<file path="src/rtl/bitop_pkg.sv">
package bitop_pkg;

  typedef enum logic [3:0] {
    BOP_SET  = 4'd0,
    BOP_CLR  = 4'd1,
    BOP_INV  = 4'd2,
    BOP_TST  = 4'd3,
    BOP_LD   = 4'd4,
    BOP_ILD  = 4'd5,
    BOP_ST   = 4'd6,
    BOP_IST  = 4'd7,
    BOP_AND  = 4'd8,
    BOP_IAND = 4'd9,
    BOP_OR   = 4'd10,
    BOP_IOR  = 4'd11,
    BOP_XOR  = 4'd12,
    BOP_IXOR = 4'd13
  } bop_e;

  typedef struct packed {
    logic wr;
    logic c_upd;
    logic z_upd;
    logic c_val;
    logic z_val;
  } bop_ctl_t;

endpackage

</file>
<file path="src/rtl/bitop_mask.sv">
module bitop_mask #(
  parameter int DATA_W = 8,
  parameter int IDX_W  = 3
) (
  input  logic [IDX_W-1:0]  idx,
  input  logic [DATA_W-1:0] opnd,
  output logic [DATA_W-1:0] mask,
  output logic              sel
);
  // one-hot decode of the index, one comparator per bit lane
  for (genvar i = 0; i < DATA_W; i++) begin : g_lane
    assign mask[i] = (idx == IDX_W'(i));
  end

  assign sel = |(opnd & mask);
endmodule

</file>
<file path="src/rtl/bitop_core.sv">
module bitop_core
  import bitop_pkg::*;
#(
  parameter int DATA_W = 8
) (
  input  logic [3:0]        op,
  input  logic [DATA_W-1:0] opnd,
  input  logic [DATA_W-1:0] mask,
  input  logic              sel,
  input  logic              c_in,
  input  logic              z_in,
  output logic [DATA_W-1:0] nxt,
  output bop_ctl_t          ctl
);
  logic [DATA_W-1:0] cleared;
  assign cleared = opnd & ~mask;

  always_comb begin
    nxt       = opnd;
    ctl       = '0;
    ctl.c_val = c_in;
    ctl.z_val = z_in;
    case (bop_e'(op))
      BOP_SET: begin nxt = opnd | mask;  ctl.wr = 1'b1; end
      BOP_CLR: begin nxt = cleared;      ctl.wr = 1'b1; end
      BOP_INV: begin nxt = opnd ^ mask;  ctl.wr = 1'b1; end
      BOP_TST: begin ctl.z_upd = 1'b1; ctl.z_val = ~sel; end
      BOP_LD:  begin ctl.c_upd = 1'b1; ctl.c_val = sel;  end
      BOP_ILD: begin ctl.c_upd = 1'b1; ctl.c_val = ~sel; end
      BOP_ST: begin
        nxt    = c_in ? (cleared | mask) : cleared;
        ctl.wr = 1'b1;
      end
      BOP_IST: begin
        nxt    = c_in ? cleared : (cleared | mask);
        ctl.wr = 1'b1;
      end
      BOP_AND:  begin ctl.c_upd = 1'b1; ctl.c_val = sel & c_in;  end
      BOP_IAND: begin ctl.c_upd = 1'b1; ctl.c_val = ~sel & c_in; end
      BOP_OR:   begin ctl.c_upd = 1'b1; ctl.c_val = sel | c_in;  end
      BOP_IOR:  begin ctl.c_upd = 1'b1; ctl.c_val = ~sel | c_in; end
      BOP_XOR:  begin ctl.c_upd = 1'b1; ctl.c_val = sel ^ c_in;  end
      BOP_IXOR: begin ctl.c_upd = 1'b1; ctl.c_val = ~sel ^ c_in; end
      default: ;
    endcase
  end
endmodule

</file>
<file path="src/rtl/bitop_outreg.sv">
module bitop_outreg
  import bitop_pkg::*;
#(
  parameter int DATA_W = 8
) (
  input  logic              clk,
  input  logic              rst_n,
  input  logic              start,
  input  logic [DATA_W-1:0] nxt,
  input  bop_ctl_t          ctl,
  output logic [DATA_W-1:0] dout,
  output logic              wr_en,
  output logic              c_out,
  output logic              z_out,
  output logic              c_upd,
  output logic              z_upd,
  output logic              done
);
  always_ff @(posedge clk or negedge rst_n) begin
    if (!rst_n) begin
      dout  <= '0;
      wr_en <= 1'b0;
      c_out <= 1'b0;
      z_out <= 1'b0;
      c_upd <= 1'b0;
      z_upd <= 1'b0;
      done  <= 1'b0;
    end else if (start) begin
      dout  <= nxt;
      wr_en <= ctl.wr;
      c_out <= ctl.c_val;
      z_out <= ctl.z_val;
      c_upd <= ctl.c_upd;
      z_upd <= ctl.z_upd;
      done  <= 1'b1;
    end else begin
      wr_en <= 1'b0;
      c_upd <= 1'b0;
      z_upd <= 1'b0;
      done  <= 1'b0;
    end
  end
endmodule

</file>
<file path="src/rtl/bitop_unit.sv">
module bitop_unit
  import bitop_pkg::*;
#(
  parameter  int DATA_W = 8,
  localparam int IDX_W  = (DATA_W > 1) ? $clog2(DATA_W) : 1
) (
  input  logic              clk,
  input  logic              rst_n,
  input  logic              start,
  input  logic [3:0]        op,
  input  logic [IDX_W-1:0]  bit_idx,
  input  logic [DATA_W-1:0] din,
  input  logic              c_in,
  input  logic              z_in,
  output logic [DATA_W-1:0] dout,
  output logic              wr_en,
  output logic              c_out,
  output logic              z_out,
  output logic              c_upd,
  output logic              z_upd,
  output logic              done
);
  logic [DATA_W-1:0] mask;
  logic              sel;
  logic [DATA_W-1:0] nxt;
  bop_ctl_t          ctl;

  bitop_mask #(.DATA_W(DATA_W), .IDX_W(IDX_W)) u_mask (
    .idx(bit_idx), .opnd(din), .mask(mask), .sel(sel)
  );

  bitop_core #(.DATA_W(DATA_W)) u_core (
    .op(op), .opnd(din), .mask(mask), .sel(sel),
    .c_in(c_in), .z_in(z_in), .nxt(nxt), .ctl(ctl)
  );

  bitop_outreg #(.DATA_W(DATA_W)) u_oreg (
    .clk(clk), .rst_n(rst_n), .start(start), .nxt(nxt), .ctl(ctl),
    .dout(dout), .wr_en(wr_en), .c_out(c_out), .z_out(z_out),
    .c_upd(c_upd), .z_upd(z_upd), .done(done)
  );
endmodule

</file>
<file path="config.mk">
export PLATFORM = sky130hd
export DESIGN_NAME = bitop_unit
export DESIGN_NICKNAME = d
export VERILOG_FILES = /design/src/rtl/bitop_pkg.sv /design/src/rtl/bitop_mask.sv /design/src/rtl/bitop_core.sv /design/src/rtl/bitop_outreg.sv /design/src/rtl/bitop_unit.sv
export SDC_FILE = /design/constraint.sdc
export NUM_CORES = 1
export LEC_CHECK = 0
export ABC_AREA = 1
export ABC_CLOCK_PERIOD_IN_PS = 850
export BUFFER_PORTS_ARGS = -buffer_cell sky130_fd_sc_hd__buf_4
export CAP_MARGIN = 20
export CORE_AREA = 8 8 67 63
export DETAILED_ROUTE_END_ITERATION = 16
export DIE_AREA = 0 0 75 71
export GPL_TIMING_DRIVEN = 0
export PLACE_DENSITY = 0.7
export SKIP_LAST_GASP = 1
export SLEW_MARGIN = 20
export SYNTH_ARGS = -nofsm -noshare
export SYNTH_HDL_FRONTEND = slang
export SYNTH_SLANG_ARGS = --single-unit
</file>
<file path="constraint.sdc">
create_clock -name clk -period 0.85 [get_ports clk]
set_input_delay 0.1275 -clock clk [delete_from_list [all_inputs] [get_ports clk]]
set_output_delay 0.1275 -clock clk [all_outputs]
set_load 0.005 [all_outputs]
</file>
=== Yosys cells after proc, flatten, opt, wreduce, memory -nomap -nowiden ===
Index checks and enable logic that the tools add are counted.

* ROM bits: 0
* Bits in writable memories: 0
* Register bits after elaboration: 14
* Word-level logic and storage cells: 57
* Bits of input ports: 20
* Latch bits: 0
* Memories: 0

* Eq/ne operators: 20
* Bitwise operators: 13
* Reduce and logical (&&, ||, !) cells: 5
* Multiplexer cells: 12
* $add $sub $neg: 0
* Shift operators: 0
* $mul: 0
* Divide/modulo/power cells: 0
* $lt $le $gt $ge: 0

{| class="wikitable"
|+ Operators by type and width
! cell !! count
|-
| $pmux W8 S5 || 1
|-
| $eq A4 B4 Y1 const B || 6
|-
| $and A8 B8 Y8 || 2
|-
| $eq A4 B3 Y1 const B || 4
|-
| $mux W8 || 2
|-
| $or A8 B8 Y8 || 2
|-
| $reduce_or A8 Y1 || 2
|-
| $eq A3 B3 Y1 const B || 4
|-
| $eq A4 B2 Y1 const B || 2
|-
| $mux W1 || 8
|-
| $not A8 Y8 || 1
|-
| $pmux W1 S8 || 1
|-
| $xor A8 B8 Y8 || 1
|-
| $eq A3 B2 Y1 const B || 2
|-
| $reduce_or A5 Y1 || 1
|-
| $eq A4 B1 Y1 const B || 1
|-
| $logic_not A4 Y1 || 1
|-
| $eq A3 B1 Y1 const B || 1
|-
| $logic_not A3 Y1 || 1
|-
| $and A1 B1 Y1 || 2
|-
| $or A1 B1 Y1 || 2
|-
| $xor A1 B1 Y1 || 2
|-
| $not A1 Y1 || 1
|}

=== Depth between registers and ports, before layout ===
Gate-level depths: netlist of run 1.

* Word-level depth: 6
* Mapped depth: 14

=== Hierarchy ===
From an unflattened synthesis of run 1, not the netlist that was laid out.

* Cells, all modules: 282
* Area, all modules: 1,667.8 µm²

{| class="wikitable"
|+ Modules (own cells, without submodules)
! module !! seq. area each (µm²) !! cells an instance !! instances !! area an instance (µm²)
|-
| bitop_core || 0.0 || 200 || 1 || 980.9
|-
| bitop_outreg || 350.3 || 52 || 1 || 500.5
|-
| bitop_mask || 0.0 || 30 || 1 || 186.4
|}

=== Worst setup path after synthesis of run 1 ===
OpenSTA, ideal clock, no wires.

* Kind: input to register
* From: in bit_idx[2]
* To: reg u_oreg.c_out
* Arrival time: 1,338 ps
* Cell stages on the path: 14
* Path slack: -604 ps
* Cell sequence: inv_1 > nand3_1 > inv_1 > ha_1 > nor2_1 > nand2_1 > nor2_1 > nand2_1 > nand3_1 > nand2_1 > inv_1 > nand3_1 > nand2_1 > nand2_1

* Word-level cells in the longest chain between the ends: 6
* Elaborated cells on any way between the ends: 18
* Classes of those cells: eq/ne (7); mux (1); bitwise (8); reduce/logical (2)

{| class="wikitable"
|+ Ends and longest elaborated chain
! element !! RTL line !! source
|-
| start, declared || bitop_unit.sv:11 || <nowiki>input logic [IDX_W-1:0] bit_idx,</nowiki>
|-
| $eq A3 B1 Y1, or another cell as far along || bitop_mask.sv:12 || <nowiki>assign mask[i] = (idx == IDX_W'(i));</nowiki>
|-
| $and A8 B8 Y8 * || bitop_mask.sv:15 || <nowiki>assign sel = |(opnd & mask);</nowiki>
|-
| $reduce_or A8 Y1 * || bitop_mask.sv:15 ||
|-
| $not A1 Y1 || n/a ||
|-
| $xor A1 B1 Y1, or another cell as far along || bitop_core.sv:43 || <nowiki>BOP_IXOR: begin ctl.c_upd = 1'b1; ctl.c_val = ~sel ^ c_in; end</nowiki>
|-
| $pmux W1 S8 * || bitop_core.sv:23 || <nowiki>case (bop_e'(op))</nowiki>
|-
| end signal, assigned || bitop_outreg.sv:31 || <nowiki>c_out <= ctl.c_val;</nowiki>
|-
| end, declared || bitop_outreg.sv:13 || <nowiki>output logic c_out,</nowiki>
|}

Mark *: on every way between the ends. The rest lies on a longest branch, timed or not.
A chain may end at the register's enable or synchronous reset.

=== Worst setup path in the final report of run 1 ===
* From: in bit_idx[1]
* To: reg u_oreg.c_out

Same word-level chain as after synthesis.

==> results of run 1 <==
worst max-delay path, cell delays in order:
cell	delay [ps]
buf_12	120
inv_8	50
nand3_4	100
inv_4	50
ha_4	160
nor2_4	120
nand2_4	80
nor2_4	150
nor2_1	60
nor2_1	110
nand2_1	70
inv_1	60
nand3_2	50
nand2_1	60
nand2_1	40
through the flow:
stage / cell area [um^2] / hold slack (ps) / cells / total power [W]
6_report: 2500 / 86.4 / 329 / 0.00234
5_1_grt: 2500 / 97.4 / 329 / 0.00244
4_1_cts: 2360 / 92.2 / 324 / 0.00221
3_5_place_dp: 1820 / -2.90 / 302 / 0.00144
3_3_place_gp: 1820 / -2.66 / 302 / 0.00143
2_1_floorplan: 1520 / -168 / 225 / 0.00112
registers in the layout (all words and copies together), names as in the netlist:
signal	flops
u_oreg.dout	8
u_oreg.c_upd	1
u_oreg.z_out	1
u_oreg.c_out	1
u_oreg.wr_en	1
u_oreg.done	1
u_oreg.z_upd	1
power groups by stage:
stage | Clock, W | Sequential, W | Combinational [W]
6_report | 0.000530 | 0.000783 | 0.00102
5_1_grt | 0.000540 | 0.000789 | 0.00111
4_1_cts | 0.000520 | 0.000777 | 0.000908
3_5_place_dp | 0 | 0.000780 | 0.000656
3_3_place_gp | 0 | 0.000779 | 0.000648
2_1_floorplan | 0 | 0.000784 | 0.000338
worst min-delay path by stage:
stage / to / slack, ps / cells past startpoint
floorplan: u_oreg.c_out / -170 / 0
global placement: u_oreg.wr_en / -3 / 1
detailed placement: u_oreg.wr_en / -3 / 1
CTS: u_oreg.z_out / 90 / 3
global route: u_oreg.z_out / 100 / 3
finish: u_oreg.z_out / 90 / 3
layer usage:
| metal | GRT usage | vias to the layer above |
|---|---|---|
| li1 | - | 837 |
| met1 | 0.216 | 804 |
| met2 | 0.301 | 56 |
| met3 | 0.0155 | 17 |
| met4 | 0.0848 | 0 |
| met5 | 0 | - |
timing repair:
action,4_1_cts,5_1_grt
pin swaps,29,16
hold endpoints to repair,15,0
buffers inserted,16,5
hold buffers,2,0
resized for setup,95,27
gates cloned,0,0
endpoints found under the setup margin,25,24
cell usage in the layout, fill, tap and decap left out, types with 2 or more instances in the layout:
master	count
dlygate4sd3_1	2
nand2_4	3
inv_8	3
nor3_4	3
o2111ai_1	7
nor2_4	7
inv_2	8
a21oi_1	8
clkbuf_4	3
ha_1	13
inv_4	3
nor2_1	21
buf_2	2
ha_4	7
inv_1	25
nand2_1	56
buf_4	28
nor2_2	4
o21ai_0	7
nand3_4	8
nand3_2	2
buf_12	3
dfrtp_1	14
buf_6	23
nand2_2	2
nand3_1	6
o21ai_1	6
ha_2	4
inv_6	2
area by class of cell:
class | instances | area, um^2 | share of cell area
timing repair buffer | 56 | 549 | 0.220
sequential | 14 | 350 | 0.140
buffer | 2 | 10.0 | 0.00401
inverter | 41 | 194 | 0.0777
clock buffer | 4 | 36.3 | 0.0145
tap | 44 | 55.1 | 0.0220
multi-input combinational | 168 | 1300 | 0.522
cell families (layout without fill, tap and decap cells):
kind of cell | Yosys count | in the layout | synth area share
xor gates and xnor gates | 1 | 1 | 0.00594
AOI/OAI and AO/OA | 30 | 30 | 0.125
and+or+nand+nor | 113 | 113 | 0.317
buffers and inverters | 43 | 103 | 0.111
adders and majority gates | 24 | 24 | 0.204
DFF | 14 | 14 | 0.237
==> impl_metrics.csv, run 1 <==
group,metric,value,unit
finish,insertedDiodeCount,0,
clocking,h-tree-depth,1,
critical_path,critical_path_class,"in2reg",
finish,layout.nets,330,
global_route,antenna_found_initial,0,
placed_design,portBuffers,33,
power,pwr-share-clk,0.227,
global_route,gr-total-overflow,0,
min_path,hold_start,"z_in",
finish,layout-drive-gt1-share,0.421,
timing,setup_violations,23,
clocking,cts_tree,"done",
yosys,synthArstFlopShare,1.00,
floorplanning,dieArea,5330,um^2
flow_run,cap_violations,0,
power,p_int,0.00149,W
yosys,synth_top_area_frac,0.237,
timing,fmax,0.813,GHz
finish,fill_cells,209,
detailed_routing,vias_per_cell,5.21,
critical_path,start_kind,"input port",
detailed_routing,wl_met1,2.05,mm
yosys,synth_area_per_cell,6.56,um^2
timing,period_share,1.45,
yosys,syn_inst,225,
power,pwr-share-comb,0.438,
yosys,synth_largest_area_cell,"dfrtp_1",
power,vdd_drop_max,0.000454,V
global_route,grt_max_degree,15,
clocking,clk_path_buf_depth,2,
placed_design,place_ws,-929,ps
yosys,ys_types,16,
detailed_routing,wl_per_cell,14.5,um
power,switching_share,0.361,
critical_path,path_max_fanout,5,
critical_path,required,1040,ps
global_route,grtUsageTotal,0.178,
critical_path,r2r-end,"u_oreg.dout[5]",
timing,maxSlewHeadroom,0.817,
yosys,yosys_warnings,0,
detailed_routing,ant_nets,0,
clocking,cts_buffers,3,
timing,rsz0062_at_grt,"yes",
detailed_routing,first_iter_violations,77,
yosys,syn_nets,269,
yosys,synth-main-ff-cell,"dfrtp_1",
placed_design,gp_congestion,0.840,
floorplanning,coreArea,3180,um^2
clocking,clkTransAtPathRegs,80,ps
power,power_density,936,nW/um^2
global_route,grt_pass1_wl,7.53,mm
floorplanning,die_w,75,um
yosys,yosys-top-cells-area,"dfrtp_1 24%, ha_1 20%, nand2_1 16%",
detailed_routing,drc,0,
critical_path,worstSetupStartpoint,"bit_idx[1]",
critical_path,endpoint,"u_oreg.c_out",
power,p_leak,1.22,nW
timing,fin_setup_tns,-2180,ps
timing,fin_skew,0,ps
yosys,synth.yosys.seq_area_share,0.237,
floorplanning,core.rowCount,20,
timing,slew_viol_final,0,
finish,area_growth_syn_to_layout,69.3,%
clocking,insertion_delay,290,ps
critical_path,r2r_slack,-60,ps
critical_path,r2r_cells,5,
outcome,violations,"negative setup slack",
yosys,netlist_area,1480,um^2
yosys,synth_edf_count,0,
critical_path,arrival,1420,ps
detailed_routing,finalWirelength,4.77,mm
floorplanning,initial_core_util,0.464,
detailed_routing,top_layer_used,"met4",
yosys,yosys.cell_count.top_type,"nand2_1",
power,switching_power,0.000843,W
timing,tightest_slew,274,ps
detailed_routing,vias,1714,
power,power.share.sequential,0.335,
placed_design,hpwlAfterDp,2.89,mm
floorplanning,io_pins,34,
clocking,clkSinkCount,14,
yosys,synth-seq-cells,14,
detailed_routing,met2WireLength,2.38,mm
global_route,grt_pass1_vias,1653,
outcome,outcome,"finished, violations left",
critical_path,cp-end-kind,"register",
timing,timing.final.crit_period,1230,ps
detailed_routing,dr_wl_met3,180,um
floorplanning,fp.dieH,71,um
critical_path,timing.rr.start,"u_oreg.dout[5]",
timing,fin_ws,-379,ps
detailed_routing,dr.pass1.iters,4,
finish,fin_util,0.786,
timing,finalHoldViolCount,0,
yosys,synth_common_cells,"61 x nand2_1, 38 x inv_1, 31 x nor2_1",
clocking,cts-root-buf,"clkbuf_4",
min_path,hold_class,"in2reg",
Power figures use the tool's default switching activity.
==> run 2: changes to the inputs <==
--- a/config.mk
+++ b/config.mk
@@ -14,6 +14,7 @@
 export DIE_AREA = 0 0 75 71
 export GPL_TIMING_DRIVEN = 0
 export PLACE_DENSITY = 0.7
+export RECOVER_POWER = 50
 export SKIP_LAST_GASP = 1
 export SLEW_MARGIN = 20
 export SYNTH_ARGS = -nofsm -noshare
==> run 2 against run 1 <==
Against the previous run: the run still ends with negative setup slack left; register-to-register slack barely moved; utilization fell by 0.079 points; flip-flop and latch count unchanged; critical path depth is the same; setup slack improved by 8.1 ps; power is 0.19% lower; clock-buffer cell count stayed put; final cell count did not move; clock power barely moved; routed wire length hardly changed; cell area shrank 0.10%; critical path type unchanged; critical endpoint unchanged; highest routed layer unchanged.
==> impl_metrics.csv, run 2 (synthesis gave the netlist of run 1 again) <==
group,metric,value,unit
outcome,outcome,"finished, violations left",
outcome,violations,"negative setup slack",
finish,largest-register,"u_oreg.dout",
floorplanning,initial_core_util,0.464,
min_path,hold_depth,3,
finish,final_cells,329,
global_route,grt_pass1_vias,1653,
critical_path,r2r_cells,5,
critical_path,r2r_slack,-60,ps
detailed_routing,ant_nets,0,
critical_path,start_kind,"input port",
timing,rsz0062_at_grt,"yes",
finish,layout-drive-gt1-share,0.421,
clocking,cts-root-buf,"clkbuf_4",
finish,largest_register_ffs,8,
finish,layout.nets,330,
placed_design,gp_congestion,0.840,
clocking,h-tree-depth,1,
power,power.share.sequential,0.336,
floorplanning,fp.dieH,71,um
detailed_routing,wl_per_cell,14.5,um
finish,final_area,2490,um^2
detailed_routing,first_iter_violations,77,
critical_path,timing.rr.start,"u_oreg.dout[5]",
global_route,grt_pass1_wl,7.53,mm
timing,fin_skew,0,ps
detailed_routing,vias,1695,
global_route,grtUsageTotal,0.178,
finish,fill_cells,210,
power,power,0.00233,W
timing,period_share,1.44,
detailed_routing,dr.pass1.iters,4,
timing,fin_setup_tns,-2140,ps
min_path,hold_class,"in2reg",
min_path,min_to,"u_oreg.z_out",
critical_path,required,1040,ps
placed_design,portBuffers,33,
floorplanning,io_pins,34,
clocking,clkSinkCount,14,
global_route,grt_max_degree,15,
timing,fmax,0.819,GHz
critical_path,r2r-end,"u_oreg.dout[5]",
finish,final_cell_mix,"56 x nand2_1, 27 x buf_4, 25 x inv_1",
timing,tightest_slew,398,ps
critical_path,critical_path_class,"in2reg",
detailed_routing,vias_per_cell,5.15,
critical_path,critPathMostFrequentCell,"nand2_1",
power,p_int,0.00149,W
finish,insertedDiodeCount,0,
clocking,clkTransAtPathRegs,80,ps
timing,setup_violations,23,
timing,slew_viol_final,0,
power,power_density,935,nW/um^2
global_route,gr-total-overflow,0,
global_route,antenna_found_initial,0,
critical_path,cp_cell_sequence,"buf_12 > inv_8 > nand3_4 > inv_4 > ha_4 > nor2_4 > nand2_4 > nor2_4 > nor2_1 > nor2_1 > nand2_1 > inv_1 > nand3_2 > nand2_1 > nand2_1",
power,p_leak,1.22,nW
critical_path,arrival,1410,ps
floorplanning,coreArea,3180,um^2
finish,area_growth_syn_to_layout,69.1,%
power,pwr-share-clk,0.226,
critical_path,path_max_fanout,5,
power,vdd_drop_max,0.000453,V
clocking,clk_path_buf_depth,2,
placed_design,dp.cells,302,
placed_design,dpl-instance-area,1820,um^2
floorplanning,dieArea,5330,um^2
floorplanning,core.rowCount,20,
power,switching_share,0.360,
clocking,cts_buffers,3,
timing,timing.final.crit_period,1220,ps
finish,fin_util,0.785,
clocking,insertion_delay,290,ps
power,pwr-share-comb,0.438,
timing,maxSlewHeadroom,0.735,
placed_design,hpwlAfterDp,2.89,mm
critical_path,slowest_stage,"ha_4",
timing,finalHoldViolCount,0,
timing,fin_ws,-371,ps
power,switching_power,0.000840,W
floorplanning,die_w,75,um
flow_run,cap_violations,0,
detailed_routing,drc,0,
critical_path,cp-end-kind,"register",
critical_path,max_stage_delay,160,ps
min_path,hold_start,"z_in",
detailed_routing,finalWirelength,4.77,mm
clocking,cts_tree,"done",
finish,layout_commonest_cell,"nand2_1",
-- run 2: cell types whose count changed in the layout (fill, tap and decap cells not counted) --
cell and change:
clkbuf_2 +1, buf_4 -1
-- run 2: through the flow --
stage | setup WS [ps] | hold WS [ps]
after detailed placement | -929 | -2.90
after floorplan | -529 | -168
after global placement | -897 | -2.66
after CTS | -296 | 92.2
final | -371 | 86.4
after global routing | -515 | 97.4
-- run 2: final cells by class --
type	count	area [um^2]	area share
sequential	14	350	0.140
multi-input combinational	168	1300	0.522
tap	44	55.1	0.0221
inverter	41	194	0.0777
buffer	2	10.0	0.00401
clock buffer	4	36.3	0.0145
timing repair buffer	56	547	0.219
-- run 2: critical path, delay by kind of cell --
family                   cells  cell delay (ps)
AND/OR/NAND/NOR             10              830
buffers and inverters        4              280
adder cells (fa/ha/maj)      1              160
-- run 2: power groups by stage --
stage	Combinational (W)	Clock, W	Sequential, W
4_1_cts	0.000908	0.000520	0.000777
6_report	0.00102	0.000527	0.000783
2_1_floorplan	0.000338	0	0.000784
3_3_place_gp	0.000648	0	0.000779
5_1_grt	0.00111	0.000540	0.000789
3_5_place_dp	0.000656	0	0.000780
-- run 2: per-layer routing --
metal | vias to the layer above | share of wire | GRT usage
met5 | - | 0 | 0
met4 | 0 | 0.027 | 0.0848
met3 | 11 | 0.039 | 0.0155
met2 | 54 | 0.51 | 0.301
met1 | 795 | 0.43 | 0.216
li1 | 835 | - | -
-- run 2: how the worst max path moves through the flow --
| stage | end | slack (ps) | from |
|---|---|---|---|
| after floorplan | u_oreg.c_out | -530 | bit_idx[1] |
| after global placement | u_oreg.c_out | -900 | bit_idx[1] |
| after detailed placement | u_oreg.c_out | -930 | bit_idx[1] |
| after CTS | u_oreg.c_out | -300 | bit_idx[0] |
| after global routing | u_oreg.c_out | -510 | bit_idx[1] |
| final | u_oreg.c_out | -370 | bit_idx[1] |
-- run 2: repair_timing --
action / CTS / global route
setup buffers: 16 / 5
pin swaps: 29 / 16
resized for setup: 95 / 27
hold buffers: 2 / 0
endpoints found under the hold margin: 15 / 0
setup endpoints to repair: 25 / 24
